### src/rtl/sirq_pkg.sv
package sirq_pkg;

    localparam int NUM_SRC = 64;
    localparam int WORD_W  = 32;
    localparam int VEC_W   = $clog2(NUM_SRC);
    localparam int VEC_LSB = WORD_W - VEC_W;

    // Source 0 is reserved: it means "no interrupt" in the vector word.
    localparam logic [NUM_SRC-1:0] SRC_USED = {{(NUM_SRC-1){1'b1}}, 1'b0};

    typedef enum logic [2:0] {
        A_MASK_HI = 3'd0,
        A_MASK_LO = 3'd1,
        A_PEND_HI = 3'd2,
        A_PEND_LO = 3'd3,
        A_SENSE   = 3'd4,
        A_VECTOR  = 3'd5
    } reg_addr_e;

    typedef struct packed {
        logic       valid;
        logic       hi;
        logic [4:0] pos;
    } slot_t;

    // Fixed word/bit placement of each source.
    function automatic slot_t slot_of(input int s);
        slot_t r;
        r = '{valid: 1'b1, hi: 1'b0, pos: 5'd0};
        if (s <= 0 || s >= NUM_SRC) r.valid = 1'b0;
        else if (s <= 15) begin r.hi = 1'b0; r.pos = 5'(16 - s); end
        else if (s <= 18) begin r.hi = 1'b1; r.pos = 5'(18 - s); end
        else if (s <= 30) begin r.hi = 1'b1; r.pos = 5'(33 - s); end
        else if (s == 31) begin r.hi = 1'b1; r.pos = 5'd15;      end
        else if (s <= 47) begin r.hi = 1'b0; r.pos = 5'(63 - s); end
        else              begin r.hi = 1'b1; r.pos = 5'(s - 32); end
        return r;
    endfunction

    // Sense-select placement: external group and port group.
    function automatic logic has_sense(input int s);
        return (s >= 19 && s <= 25) || (s >= 48 && s <= 63);
    endfunction

    function automatic logic [4:0] sense_pos(input int s);
        if (s >= 19 && s <= 25) return 5'(33 - s);
        if (s >= 48 && s <= 63) return 5'(79 - s);
        return 5'd0;
    endfunction

    function automatic logic [WORD_W-1:0] sense_writable();
        logic [WORD_W-1:0] m;
        m = '0;
        for (int s = 0; s < NUM_SRC; s++)
            if (has_sense(s)) m[sense_pos(s)] = 1'b1;
        return m;
    endfunction

endpackage

### src/rtl/sirq_sync.sv
module sirq_sync #(
    parameter int W      = 64,
    parameter int STAGES = 2
) (
    input  logic         clk_i,
    input  logic         rst_i,
    input  logic [W-1:0] d_i,
    output logic [W-1:0] q_o
);
    logic [W-1:0] stage_q [STAGES];

    for (genvar g = 0; g < STAGES; g++) begin : g_stage
        always_ff @(posedge clk_i) begin
            if (rst_i)       stage_q[g] <= '1;
            else if (g == 0) stage_q[g] <= d_i;
            else             stage_q[g] <= stage_q[(g == 0) ? 0 : g - 1];
        end
    end

    assign q_o = stage_q[STAGES-1];
endmodule

### src/rtl/sirq_pend.sv
module sirq_pend
    import sirq_pkg::*;
(
    input  logic               clk_i,
    input  logic               rst_i,
    input  logic [NUM_SRC-1:0] sync_n_i,
    input  logic [NUM_SRC-1:0] edge_sel_i,
    input  logic [NUM_SRC-1:0] clr_i,
    output logic [NUM_SRC-1:0] pend_o
);
    logic [NUM_SRC-1:0] pend_q, prev_n_q, fall, nxt;

    assign fall = prev_n_q & ~sync_n_i;

    always_comb begin
        nxt = (edge_sel_i & ((pend_q & ~clr_i) | fall))
            | (~edge_sel_i & ~sync_n_i);
        nxt = nxt & SRC_USED;
    end

    always_ff @(posedge clk_i) begin
        if (rst_i) begin
            pend_q   <= '0;
            prev_n_q <= '1;
        end else begin
            pend_q   <= nxt;
            prev_n_q <= sync_n_i;
        end
    end

    assign pend_o = pend_q;

    // level-mode bits mirror the inverted synchronized input
    p_level_follow_r5: assert property (@(posedge clk_i) disable iff (rst_i)
        ((pend_q ^ ~$past(sync_n_i)) & $past(~edge_sel_i & SRC_USED)) == '0);

    // an edge-latched bit that was not cleared stays set
    p_edge_hold_r6: assert property (@(posedge clk_i) disable iff (rst_i)
        ($past(pend_q & edge_sel_i & ~clr_i) & ~pend_q) == '0);

    // the reserved source 0 never becomes pending
    p_src0_idle_r2: assert property (@(posedge clk_i) disable iff (rst_i)
        !pend_q[0]);
endmodule

### src/rtl/sirq_prio.sv
module sirq_prio
    import sirq_pkg::*;
(
    input  logic [NUM_SRC-1:0] active_i,
    output logic [VEC_W-1:0]   vec_o
);
    always_comb begin
        vec_o = '0;
        for (int s = NUM_SRC - 1; s >= 1; s--)
            if (active_i[s]) vec_o = VEC_W'(s);
    end

    // a reported source is active and nothing lower-numbered is
    always_comb begin
        if (vec_o != '0) begin
            p_vec_active_r8: assert (active_i[vec_o]);
            p_vec_lowest_r8: assert (((active_i & ((64'd1 << vec_o) - 64'd1)) >> 1) == '0);
        end else begin
            p_vec_none_r8: assert ((active_i & SRC_USED) == '0);
        end
    end
endmodule

### src/rtl/sirq_ctrl.sv
module sirq_ctrl
    import sirq_pkg::*;
#(
    parameter int SYNC_STAGES = 2
) (
    input  logic              clk_i,
    input  logic              rst_i,
    input  logic [NUM_SRC-1:0] irq_n_i,
    input  logic              bus_wr_i,
    input  logic [2:0]        bus_addr_i,
    input  logic [WORD_W-1:0] bus_wdata_i,
    output logic [WORD_W-1:0] bus_rdata_o,
    output logic              irq_o
);
    localparam logic [WORD_W-1:0] SENSE_WR = sense_writable();

    logic [WORD_W-1:0]  mask_hi_q, mask_lo_q, sense_q;
    logic [WORD_W-1:0]  pend_hi_w, pend_lo_w;
    logic [NUM_SRC-1:0] sync_n, edge_sel, clr, pend, mask_v, active;
    logic [VEC_W-1:0]   vec_id;
    logic               irq_q;
    reg_addr_e          addr;

    assign addr = reg_addr_e'(bus_addr_i);

    sirq_sync #(.W(NUM_SRC), .STAGES(SYNC_STAGES)) u_sync (
        .clk_i (clk_i),
        .rst_i (rst_i),
        .d_i   (irq_n_i),
        .q_o   (sync_n)
    );

    // Translate between source order and the scrambled word layout.
    always_comb begin
        slot_t sl;
        mask_v    = '0;
        clr       = '0;
        edge_sel  = '0;
        pend_hi_w = '0;
        pend_lo_w = '0;
        for (int s = 0; s < NUM_SRC; s++) begin
            sl = slot_of(s);
            if (sl.valid) begin
                mask_v[s] = sl.hi ? mask_hi_q[sl.pos] : mask_lo_q[sl.pos];
                clr[s]    = bus_wr_i && bus_wdata_i[sl.pos] &&
                            (sl.hi ? (addr == A_PEND_HI) : (addr == A_PEND_LO));
                if (sl.hi) pend_hi_w[sl.pos] = pend[s];
                else       pend_lo_w[sl.pos] = pend[s];
            end
            if (has_sense(s)) edge_sel[s] = sense_q[sense_pos(s)];
        end
    end

    sirq_pend u_pend (
        .clk_i      (clk_i),
        .rst_i      (rst_i),
        .sync_n_i   (sync_n),
        .edge_sel_i (edge_sel),
        .clr_i      (clr),
        .pend_o     (pend)
    );

    assign active = pend & mask_v;

    sirq_prio u_prio (
        .active_i (active),
        .vec_o    (vec_id)
    );

    always_ff @(posedge clk_i) begin
        if (rst_i) begin
            mask_hi_q <= '0;
            mask_lo_q <= '0;
            sense_q   <= '0;
            irq_q     <= 1'b0;
        end else begin
            if (bus_wr_i) begin
                case (addr)
                    A_MASK_HI: mask_hi_q <= bus_wdata_i;
                    A_MASK_LO: mask_lo_q <= bus_wdata_i;
                    A_SENSE:   sense_q   <= bus_wdata_i & SENSE_WR;
                    default:   ;
                endcase
            end
            irq_q <= |active;
        end
    end

    always_comb begin
        case (addr)
            A_MASK_HI: bus_rdata_o = mask_hi_q;
            A_MASK_LO: bus_rdata_o = mask_lo_q;
            A_PEND_HI: bus_rdata_o = pend_hi_w;
            A_PEND_LO: bus_rdata_o = pend_lo_w;
            A_SENSE:   bus_rdata_o = sense_q;
            A_VECTOR:  bus_rdata_o = {vec_id, {VEC_LSB{1'b0}}};
            default:   bus_rdata_o = '0;
        endcase
    end

    assign irq_o = irq_q;

    // the output follows the encoder's verdict one clock later
    p_irq_rise_r9: assert property (@(posedge clk_i) disable iff (rst_i)
        (vec_id != '0) |=> irq_o);
    p_irq_fall_r9: assert property (@(posedge clk_i) disable iff (rst_i)
        (vec_id == '0) |=> !irq_o);

    // sense bits outside the two groups never become set
    p_sense_clean_r7: assert property (@(posedge clk_i) disable iff (rst_i)
        (sense_q & ~SENSE_WR) == '0);
endmodule

### config.mk
export PLATFORM = sky130hd
export DESIGN_NAME = sirq_ctrl
export DESIGN_NICKNAME = d
export VERILOG_FILES = /design/src/rtl/sirq_pkg.sv /design/src/rtl/sirq_sync.sv /design/src/rtl/sirq_pend.sv /design/src/rtl/sirq_prio.sv /design/src/rtl/sirq_ctrl.sv
export SDC_FILE = /design/constraint.sdc
export NUM_CORES = 1
export LEC_CHECK = 0
export BUFFER_PORTS_ARGS = -buffer_cell sky130_fd_sc_hd__buf_2
export CORE_MARGIN = 2
export CORE_UTILIZATION = 52
export CTS_CLUSTER_SIZE = 25
export DETAILED_ROUTE_END_ITERATION = 10
export HOLD_SLACK_MARGIN = 0.12
export PLACE_DENSITY = 0.75
export SETUP_SLACK_MARGIN = 0.1
export SLEW_MARGIN = 20
export SYNTH_ARGS = -nofsm -noshare
export SYNTH_HDL_FRONTEND = slang
export SYNTH_SLANG_ARGS = --single-unit
### constraint.sdc
create_clock -name clk_i -period 1.5 [get_ports clk_i]
set_input_delay 0.3 -clock clk_i [delete_from_list [all_inputs] [get_ports clk_i]]
set_output_delay 0.3 -clock clk_i [all_outputs]
set_load 0.03 [all_outputs]
==> results.json, run 1 <==
{
  "power_density_nw_per_um2": 1060,
  "drc": 0,
  "fillers": 1276,
  "netSwitchingFraction": 0.226,
  "violations": "setup timing",
  "multi_input_area_um2": 5710,
  "synth_top_family_by_area": "simple AND/OR/NAND/NOR gates",
  "clock_sinks": 300,
  "numCtsBuffers": 30,
  "coreArea_um2": 21200,
  "setup_violations": 33,
  "slew_headroom": 0.750,
  "instances_no_fill": 1933,
  "ant_nets": 0,
  "cp_slowest_cell": "a311oi_2",
  "synth.area.mux_share": 0.0446,
  "fmax_mhz": 380,
  "path_clk_slew_ps": 60,
  "leakagePower_uw": 0.00676,
  "routed_via_density": 5.59,
  "wl_per_cell_um": 19.7,
  "ir_drop_v": 0.000919,
  "dpl_worst_slack_ps": -646,
  "grt_pass1_vias": 10633,
  "synth-adder-area-share": 0,
  "htreeDepth": 1,
  "start_util": 0.533,
  "worstMarginPinSlew_ps": 373,
  "synth_area_per_cell_um2": 9.13,
  "synth_top_area_share": 0.531,
  "rsz0062_at_grt": "yes",
  "worstPathArrival_ps": 2330,
  "clk_latency_ps": 560,
  "grt_overflow": 0,
  "p_int_uw": 13900,
  "die_area_um2": 23000,
  "portBuffers": 133,
  "dp_hpwl_um": 24300,
  "synth_top_flop_cell": "dfxtp_1",
  "synth_warnings": 0,
  "ys_top_cells_by_area": "dfxtp_1 (53%), or2_2 (8.2%), nand2_1 (7.9%)",
  "synth_largest_area_cell": "dfxtp_1",
  "cts_buffer_depth": 3,
  "yosysMostFrequentCell": "dfxtp_1",
  "critPathLaunchType": "flop",
  "timing.final.max_slew_violations": 0,
  "syn_nets": 1341,
  "finalPower_uw": 18000,
  "post-route-period-util": 1.76,
  "cts_root_buf": "clkbuf_16",
  "netlist_instances": 1239,
  "ys_seq_area_frac": 0.531,
  "totalWireLength_um": 38100,
  "ys_top_cells_by_count": "dfxtp_1 (300), nand2_1 (239), or2_2 (149)",
  "synth_compound_area_frac": 0.168,
  "drt_iter0_markers": 969,
  "diodes": 0,
  "hold_path_class": "input pin to flop",
  "ff_latch_area_um2": 6100,
  "netlist_area_um2": 11300,
  "crit_chain": "a222oi_1 -> o21ai_1 -> a311oi_2 -> o2111a_1 -> a211oi_4 -> buf_6",
  "die_w_um": 152,
  "grt_max_degree": 55,
  "row_count": 53,
  "grt_pass1_wl_um": 57400,
  "antenna_found_initial": 0,
  "place_inst": 1779,
  "hold_violations": 0,
  "switchingPower_uw": 4070,
  "nets": 1740,
  "async_flop_share": 0,
  "num_io_pins": 135,
  "fin_crit_ps": 2630,
  "worstPathMaxFanout": 2,
  "area_growth_pct": 50.3,
  "critical-path-top-delay-family": "compound AO/OA/AOI/OAI gates",
  "status": "finished, violations left",
  "comb_power_share": 0.090,
  "drive_gt1_frac": 0.446,
  "synth-edff-count": 0,
  "power_frac_seq": 0.466,
  "grtUsageTotal": 0.326,
  "critPathKind": "flop to output port",
  "gp_congestion": 0.968,
  "end_kind": "output port",
  "ys_types": 55,
  "synth-seq-cells": 300,
  "dieHeight_um": 152,
  "finalClockSkew_ps": 14.5,
  "power_frac_clock": 0.444,
  "cp.required_ps": 1200,
  "vias": 10810,
  "detail_route.first_pass.iterations": 5,
  "maxCapViolations": 0,
  "yosys.area_share.simple": 0.226,
  "fin_ws_ps": -1130,
  "cts_tree": "built",
  "max_stage_delay_ps": 410,
  "synthXorXnorAreaFrac": 0,
  "cp_num_buf_inv": 1
}
-- per-stage QoR --
step | utilization | area [µm²] | TNS (ps) | hold slack, ps
after detailed placement | 0.667 | 14200 | -46460 | 373
after global placement | 0.667 | 14200 | -44390 | 368
after floorplan | - | 11900 | -1600 | 361
after global routing | 0.801 | 17000 | -19920 | 382
final | 0.801 | 17000 | -18350 | 349
after CTS | 0.792 | 16800 | -18260 | 348
-- cell usage in the layout (no fill, tap or decap), types with 23 or more instances in the layout --
master         instances
o21ai_1               24
nor2_1                55
a21oi_1              100
buf_6                 78
clkbuf_16             31
buf_2                 99
nand2_1              238
dfxtp_2               49
or2_2                149
dlygate4sd3_1         96
a22oi_2               23
buf_4                155
dfxtp_1              242
nor2b_1               27
-- kinds of logic after synthesis --
family | count (synthesis)
buffers and inverters | 79
AND/OR/NAND/NOR | 532
multiplexers | 37
AO/OA/AOI/OAI | 291
flip-flops | 300
-- registers in the layout, indices dropped and copies added (netlist names) --
register / cells
mask_lo_q: 32
sense_q: 23
u_sync.stage_q: 126
mask_hi_q: 32
u_pend.prev_n_q: 23
irq_o: 1
u_pend.pend_o: 63
-- path summary, 6_finish.rpt --
check / from / to / slack, ps / cells after the start
worst min register to register: u_sync.stage_q[1][36]$_SDFF_PP1_ / u_pend.pend_o[36]$_SDFF_PP0_ / 370 / 1
worst max register to register: u_pend.pend_o[45]$_SDFF_PP0_ / irq_o$_SDFF_PP0_ / -270 / 9
worst min-delay path: bus_wr_i / sense_q[31]$_SDFFE_PP0P_ / 350 / 5
worst max-delay path: u_pend.pend_o[53]$_SDFF_PP0_ / bus_rdata_o[26] / -1130 / 6
-- power by group through the flow --
stage          clock network [µW]  registers [µW]  logic (µW)
2_1_floorplan                   0            8510         717
3_3_place_gp                    0            8540        1250
3_5_place_dp                    0            8540        1270
4_1_cts                      8010            8380        1540
5_1_grt                      8370            8400        1720
6_report                     8000            8390        1620
-- layer usage --
layer  share of wire  track usage
met1            0.41        0.435
met2            0.47        0.523
met3           0.090       0.0689
met4           0.032        0.125
met5               0            0
-- timing repair --
action                                  in CTS  in global routing
hold buffers                                96                  0
buffers inserted                             2                  5
endpoints found under the setup margin      33                 35
pin swaps                                   35                 24
resized for setup                          199                 50
hold endpoints to repair                   172                  0
cloned                                       0                  0
-- tightest hold or removal path, delay by kind of cell --
kind	cells	cell delay, ps
buffers and inverters	2	300
AND/OR/NAND/NOR	2	200
AO/OA/AOI/OAI	1	50
-- cell type report --
| type | instances | share of cell area |
|---|---|---|
| Sequential cell | 300 | 0.359 |
| Multi-Input combinational cell | 860 | 0.336 |
| Timing Repair Buffer | 442 | 0.222 |
| Clock buffer | 42 | 0.0533 |
| Tap cell | 275 | 0.0202 |
| Clock inverter | 10 | 0.00949 |
| Inverter | 4 | 0.000883 |
Note: power is estimated with default switching activity, not from simulation.
==> inputs of run 2 (changes only) <==
--- a/config.mk
+++ b/config.mk
@@ -5,11 +5,11 @@
 export SDC_FILE = /design/constraint.sdc
 export NUM_CORES = 1
 export LEC_CHECK = 0
-export BUFFER_PORTS_ARGS = -buffer_cell sky130_fd_sc_hd__buf_2
 export CORE_MARGIN = 2
-export CORE_UTILIZATION = 52
+export CORE_UTILIZATION = 57
 export CTS_CLUSTER_SIZE = 25
 export DETAILED_ROUTE_END_ITERATION = 10
+export DONT_BUFFER_PORTS = 1
 export HOLD_SLACK_MARGIN = 0.12
 export PLACE_DENSITY = 0.75
 export SETUP_SLACK_MARGIN = 0.1
==> run 2 against run 1 <==
Net effect: the flow now stops in global routing (5_1_grt); synthesized cell count unchanged; area after synthesis did not move.
==> results.json, run 2 <==
{
  "status": "stopped before the end",
  "haltStage": "global routing (5_1_grt)",
  "error_line": "[ERROR GRT-0232] Routing congestion too high. Check the congestion heatmap in the GUI.",
  "netlist_area_um2": 11300,
  "grt-worst-endpoint": "bus_rdata_o[26]",
  "ys_seq_area_frac": 0.531,
  "gp_congestion": 0.933,
  "die_w_um": 145,
  "synth.area.mux_share": 0.0446,
  "ys_top_cells_by_area": "dfxtp_1 (53%), or2_2 (8.2%), nand2_1 (7.9%)",
  "clock_sinks": 300,
  "num_io_pins": 135,
  "yosys.area_share.simple": 0.226,
  "place_inst": 1615,
  "dieHeight_um": 145,
  "placed_area_um2": 13300,
  "netlist_instances": 1239,
  "synth-seq-cells": 300,
  "numCtsBuffers": 30,
  "synth_top_flop_cell": "dfxtp_1",
  "synth_area_per_cell_um2": 9.13,
  "synthXorXnorAreaFrac": 0,
  "start_util": 0.581,
  "row_count": 51,
  "synth_warnings": 0,
  "grtUsageTotal": 0.782,
  "grt_overflow": 144,
  "cts_root_buf": "clkbuf_16",
  "antenna_found_initial": 12,
  "ys_types": 55,
  "async_flop_share": 0,
  "synth_top_family_by_area": "simple AND/OR/NAND/NOR gates",
  "synth_compound_area_frac": 0.168,
  "dp_hpwl_um": 22400,
  "cts_buffer_depth": 3,
  "ys_top_cells_by_count": "dfxtp_1 (300), nand2_1 (239), or2_2 (149)",
  "yosysMostFrequentCell": "dfxtp_1",
  "synth-edff-count": 0,
  "grt_max_degree": 228,
  "synth_largest_area_cell": "dfxtp_1",
  "endpoint_type": "primary output",
  "portBuffers": 0,
  "syn_nets": 1341,
  "synth-adder-area-share": 0,
  "synth_top_area_share": 0.531,
  "htreeDepth": 1
}
run 2: cell counts after synthesis:
Identical to the previous run, type by type.
run 2: per-stage QoR:
stage / TNS, ps / worst slack, ps
after floorplan: -1600 / -329
after global placement: -4110 / -766
after detailed placement: -4260 / -724
after CTS: -16520 / -1210
run 2: cell families after synthesis:
family	count (synthesis)
and+or+nand+nor	532
buffers and inverters	79
AOI/OAI and AO/OA	291
muxes	37
DFF	300
run 2: timing repair:
action / CTS
hold endpoints to repair: 300
cloned: 0
gates resized for setup: 121
endpoints found under the setup margin: 33
hold buffers: 313
buffers inserted: 4
pin swaps: 36
run 2: routing by layer:
metal	global-route usage	GRT overflow
met5	0.240	0
met3	0.630	4
met4	0.841	69
met1	0.759	3
met2	0.950	68
==> inputs of run 3 (changes only) <==
--- a/config.mk
+++ b/config.mk
@@ -6,13 +6,10 @@
 export NUM_CORES = 1
 export LEC_CHECK = 0
 export CORE_MARGIN = 2
-export CORE_UTILIZATION = 57
-export CTS_CLUSTER_SIZE = 25
+export CORE_UTILIZATION = 40
 export DETAILED_ROUTE_END_ITERATION = 10
 export DONT_BUFFER_PORTS = 1
-export HOLD_SLACK_MARGIN = 0.12
-export PLACE_DENSITY = 0.75
-export SETUP_SLACK_MARGIN = 0.1
+export PLACE_DENSITY_LB_ADDON = 0.15
 export SLEW_MARGIN = 20
 export SYNTH_ARGS = -nofsm -noshare
 export SYNTH_HDL_FRONTEND = slang
==> constraint.sdc (replaced) <==
create_clock -name clk_i -period 2 [get_ports clk_i]
set_input_delay 0.4 -clock clk_i [delete_from_list [all_inputs] [get_ports clk_i]]
set_output_delay 0.4 -clock clk_i [all_outputs]
set_load 0.03 [all_outputs]
==> run 3 against run 2 <==
Net effect: the flow now finishes, with violations (setup timing).
==> results.json, run 3 (synthesized netlist as in run 1, its figures left out) <==
{
  "ant_nets": 0,
  "dieHeight_um": 172,
  "routed_via_density": 5.13,
  "vias": 10290,
  "fmax_mhz": 367,
  "cts_tree": "built",
  "fin_ws_ps": -726,
  "finalClockSkew_ps": 9.80,
  "critPathKind": "flop to output port",
  "fillers": 2387,
  "largest_register": "u_sync.stage_q",
  "post-route-period-util": 1.36,
  "numCtsBuffers": 31,
  "power_density_nw_per_um2": 790,
  "slew_headroom": 0.663,
  "drt_iter0_markers": 764,
  "tns_ps": -5690,
  "clk_latency_ps": 560,
  "min_from": "bus_wdata_i[18]",
  "diodes": 0,
  "nets": 1705,
  "rr_endpoint": "irq_o$_SDFF_PP0_",
  "holdPathStages": 2,
  "hold_violations": 0,
  "grt_overflow": 0,
  "dpl_worst_slack_ps": -284,
  "die_area_um2": 29700,
  "cp.required_ps": 1600,
  "rsz0062_at_grt": "yes",
  "antenna_found_initial": 0,
  "htreeDepth": 1,
  "violations": "setup timing",
  "rr_worst_depth": 8,
  "wl_per_cell_um": 18.4,
  "worstPathMaxFanout": 2,
  "hold_path_class": "input pin to flop",
  "row_count": 61,
  "clock_sinks": 300,
  "grt_max_degree": 180,
  "largest_reg_flops": 126,
  "critPathLaunchType": "flop",
  "setup_violations": 25,
  "drive_gt1_frac": 0.310,
  "coreArea_um2": 27800,
  "placed_area_um2": 12800,
  "ir_drop_v": 0.000639,
  "grtUsageTotal": 0.246,
  "grt_pass1_wl_um": 55900,
  "hold-path-endpoint": "u_pend.pend_o[50]$_SDFF_PP0_",
  "worstMarginPinSlew_ps": 505,
  "die_w_um": 172,
  "r2r_start": "u_pend.pend_o[36]$_SDFF_PP0_",
  "status": "finished, violations left",
  "layout_commonest_cell": "dfxtp_1",
  "maxCapViolations": 0,
  "path_clk_slew_ps": 60,
  "reg2reg_slack_ps": 150,
  "timing.final.max_slew_violations": 0,
  "drc": 0,
  "area_growth_pct": 48.6,
  "cts_buffer_depth": 3,
  "leakagePower_uw": 0.00662,
  "detail_route.first_pass.iterations": 5,
  "portBuffers": 0,
  "cts_root_buf": "clkbuf_16",
  "start_util": 0.407,
  "grt_pass1_vias": 9919,
  "gp_congestion": 0.886,
  "fin_crit_ps": 2730,
  "end_kind": "output port",
  "num_io_pins": 135,
  "final_cell_mix": "dfxtp_1 (255), nand2_1 (238), dlygate4sd3_1 (228)",
  "totalWireLength_um": 36800,
  "worstPathArrival_ps": 2330,
  "dp_hpwl_um": 22900,
  "final_area_um2": 16800
}
## run 3: layout make-up
type | count | area, µm² | share of cell area
well taps | 378 | 473 | 0.0281
flip-flops and latches | 300 | 6090 | 0.362
multi-input cells | 860 | 5300 | 0.315
repair buffers | 406 | 3860 | 0.229
inverters | 4 | 15.0 | 0.000893
clock inverters | 11 | 165 | 0.00982
clock buffers | 46 | 922 | 0.0548
## run 3: how the worst max path moves through the flow
stage                     slack (ps)               to  cells after the start                         start
after global placement          -250  bus_rdata_o[26]                      8  u_pend.pend_o[59]$_SDFF_PP0_
after CTS                       -790  bus_rdata_o[26]                      7  u_pend.pend_o[45]$_SDFF_PP0_
after global routing            -780  bus_rdata_o[26]                      7  u_pend.pend_o[55]$_SDFF_PP0_
final                           -730  bus_rdata_o[26]                      7    mask_lo_q[18]$_SDFFE_PP0P_
after floorplan                 -110  bus_rdata_o[30]                      7                 bus_addr_i[1]
after detailed placement        -280  bus_rdata_o[26]                      7  u_pend.pend_o[20]$_SDFF_PP0_
## run 3: repair_timing
item | CTS | global route
buffers inserted | 4 | 6
pin swaps | 32 | 28
hold buffers | 229 | 0
gates resized for setup | 115 | 62
setup endpoints to repair | 30 | 31
endpoints found under the hold margin | 271 | 0
## run 3: routing by layer
layer	vias to the layer above	wire [µm]	track usage
li1	4961	-	-
met1	4898	16500	0.344
met2	361	16700	0.386
met3	70	2680	0.0435
met4	0	986	0.0800
met5	-	0	0
## run 3: metrics by stage
| stage | hold slack (ps) | std cells | util | power [µW] |
|---|---|---|---|---|
| global route | 9.09 | 2005 | 0.605 | 13700 |
| detailed placement | 371 | 1710 | 0.460 | 6950 |
| CTS | 1.02 | 2000 | 0.596 | 13400 |
| global placement | 371 | 1710 | 0.460 | 6950 |
| finish | 15.8 | 2005 | 0.605 | 13300 |
| floorplan | 368 | 1239 | - | 6830 |
## run 3: worst max-delay path: stages, from the launching register on
cell	delay, ps
dfxtp_2	340
nand2_2	60
a32o_2	240
a211oi_2	230
o211ai_1	150
o2111a_1	310
a211oi_4	270
buf_12	160
## run 3: report_power, final
| group | internal [µW] | switching (µW) | total [µW] |
|---|---|---|---|
| clock network | 3690 | 2400 | 6100 |
| logic | 544 | 366 | 910 |
| registers | 6170 | 110 | 6280 |
==> inputs of run 4 (changes only) <==
--- a/config.mk
+++ b/config.mk
@@ -5,6 +5,7 @@
 export SDC_FILE = /design/constraint.sdc
 export NUM_CORES = 1
 export LEC_CHECK = 0
+export CORE_ASPECT_RATIO = 1.75
 export CORE_MARGIN = 2
 export CORE_UTILIZATION = 40
 export DETAILED_ROUTE_END_ITERATION = 10
==> run 4 against run 3 <==
Net effect: the run still ends with setup timing left; critical endpoint unchanged; die area is 0.18% higher; routed wire length is 2.3% higher; critical path type unchanged; sequential power hardly changed; first-iteration DRC count is 16% lower.
==> results.json, run 4 (synthesized netlist as in run 1, its figures left out) <==
{
  "die_area_um2": 29700,
  "power_frac_clock": 0.435,
  "worstPathArrival_ps": 2330,
  "nets": 1692,
  "final_cell_mix": "dfxtp_1 (250), nand2_1 (238), dlygate4sd3_1 (218)",
  "clock_sinks": 300,
  "violations": "setup timing",
  "grt_pass1_wl_um": 57600,
  "grt_pass1_vias": 10368,
  "largest_reg_flops": 126,
  "netSwitchingFraction": 0.223,
  "cp.required_ps": 1600,
  "drt_iter0_markers": 639,
  "switchingPower_uw": 2840,
  "coreArea_um2": 27900,
  "comb_power_share": 0.070,
  "m1WireLength_um": 14200,
  "start_util": 0.406,
  "instances_no_fill": 1984,
  "drive_gt1_frac": 0.321,
  "ir_drop_v": 0.000706,
  "finalClockSkew_ps": 9.30,
  "largest_register": "u_sync.stage_q",
  "maxCapViolations": 0,
  "dieHeight_um": 227,
  "critPathLaunchType": "flop",
  "drc": 0,
  "fmax_mhz": 366,
  "routed_via_density": 5.22,
  "fin_ws_ps": -730,
  "cts_tree": "built",
  "setup_violations": 26,
  "die_w_um": 131,
  "end_kind": "output port",
  "area_growth_pct": 47.6,
  "fin_util": 0.599,
  "dp_hpwl_um": 24000,
  "path_clk_slew_ps": 70,
  "antenna_found_initial": 0,
  "gp_congestion": 0.893,
  "place_inst": 1709,
  "ant_nets": 0,
  "power_frac_seq": 0.494,
  "clk_latency_ps": 560,
  "hold_violations": 0,
  "grtUsageTotal": 0.250,
  "fin_crit_ps": 2730,
  "wl_met2_um": 19100,
  "status": "finished, violations left",
  "slew_headroom": 0.643,
  "cts_buffer_depth": 3,
  "grt_overflow": 0,
  "highest_layer": "met4",
  "whs_ps": 20.0,
  "tns_ps": -5610,
  "row_count": 81,
  "worstMarginPinSlew_ps": 535,
  "num_io_pins": 135,
  "grt_max_degree": 174,
  "numCtsBuffers": 28,
  "critPathKind": "flop to output port",
  "timing.final.max_slew_violations": 0,
  "rsz0062_at_grt": "yes",
  "p_int_uw": 9870,
  "layout_commonest_cell": "dfxtp_1",
  "worstPathMaxFanout": 2,
  "wl_per_cell_um": 19.0,
  "totalWireLength_um": 37700,
  "cts_root_buf": "clkbuf_16",
  "diodes": 0,
  "post-route-period-util": 1.37,
  "portBuffers": 0,
  "htreeDepth": 1,
  "leakagePower_uw": 0.00658,
  "wl_met3_um": 2140,
  "detail_route.first_pass.iterations": 6,
  "power_density_nw_per_um2": 761,
  "hold_path_class": "input pin to flop",
  "vias": 10355
}
[run 4: layout make-up]
type,instances,area [µm²]
Timing Repair Buffer,396,3810
Clock inverter,17,188
Tap cell,373,467
Clock buffer,34,774
Sequential cell,300,6090
Multi-Input combinational cell,860,5370
Inverter,4,15.0
Fill cell,2422,11200
[run 4: worst max-delay path: stages (launching register included)]
cell      delay, ps
dfxtp_2         330
nand2_2          60
a32o_1          270
a211oi_2        250
o211ai_1        160
o2111a_1        320
a211oi_4        230
buf_12          160
[run 4: through the flow]
| stage | power [µW] | cell area [µm²] | worst slack (ps) |
|---|---|---|---|
| 3_5_place_dp | 6970 | 12800 | -227 |
| 5_1_grt | 13100 | 16700 | -786 |
| 6_report | 12700 | 16700 | -730 |
| 4_1_cts | 12800 | 16500 | -741 |
| 3_3_place_gp | 6960 | 12800 | -308 |
| 2_1_floorplan | 6830 | 11300 | -111 |
[run 4: routing by layer]
layer | up-vias | GRT usage
met5 | - | 0
met4 | 0 | 0.142
met3 | 118 | 0.0398
met2 | 381 | 0.460
met1 | 4924 | 0.273
li1 | 4932 | -
[run 4: what timing repair did]
item / CTS / global route
buffers inserted: 2 / 5
hold buffers: 219 / 0
pin swaps: 19 / 28
hold endpoints to repair: 270 / 0
gates resized for setup: 133 / 61
endpoints found under the setup margin: 32 / 31
[run 4: worst paths after layout]
kind | startpoint | end | slack (ps) | depth (start not counted)
min | bus_wdata_i[17] | u_pend.pend_o[49]$_SDFF_PP0_ | 20 | 2
max | u_pend.pend_o[45]$_SDFF_PP0_ | bus_rdata_o[26] | -730 | 7
min reg2reg | u_sync.stage_q[1][44]$_SDFF_PP1_ | u_pend.pend_o[44]$_SDFF_PP0_ | 380 | 1
max reg2reg | mask_hi_q[25]$_SDFFE_PP0P_ | irq_o$_SDFF_PP0_ | 260 | 7
[run 4: power by group through the flow]
stage	clock network, µW	logic [µW]	registers (µW)
detailed placement	0	560	6410
global placement	0	554	6410
CTS	5630	871	6280
finish	5530	896	6280
floorplan	0	452	6380
global route	5880	962	6300
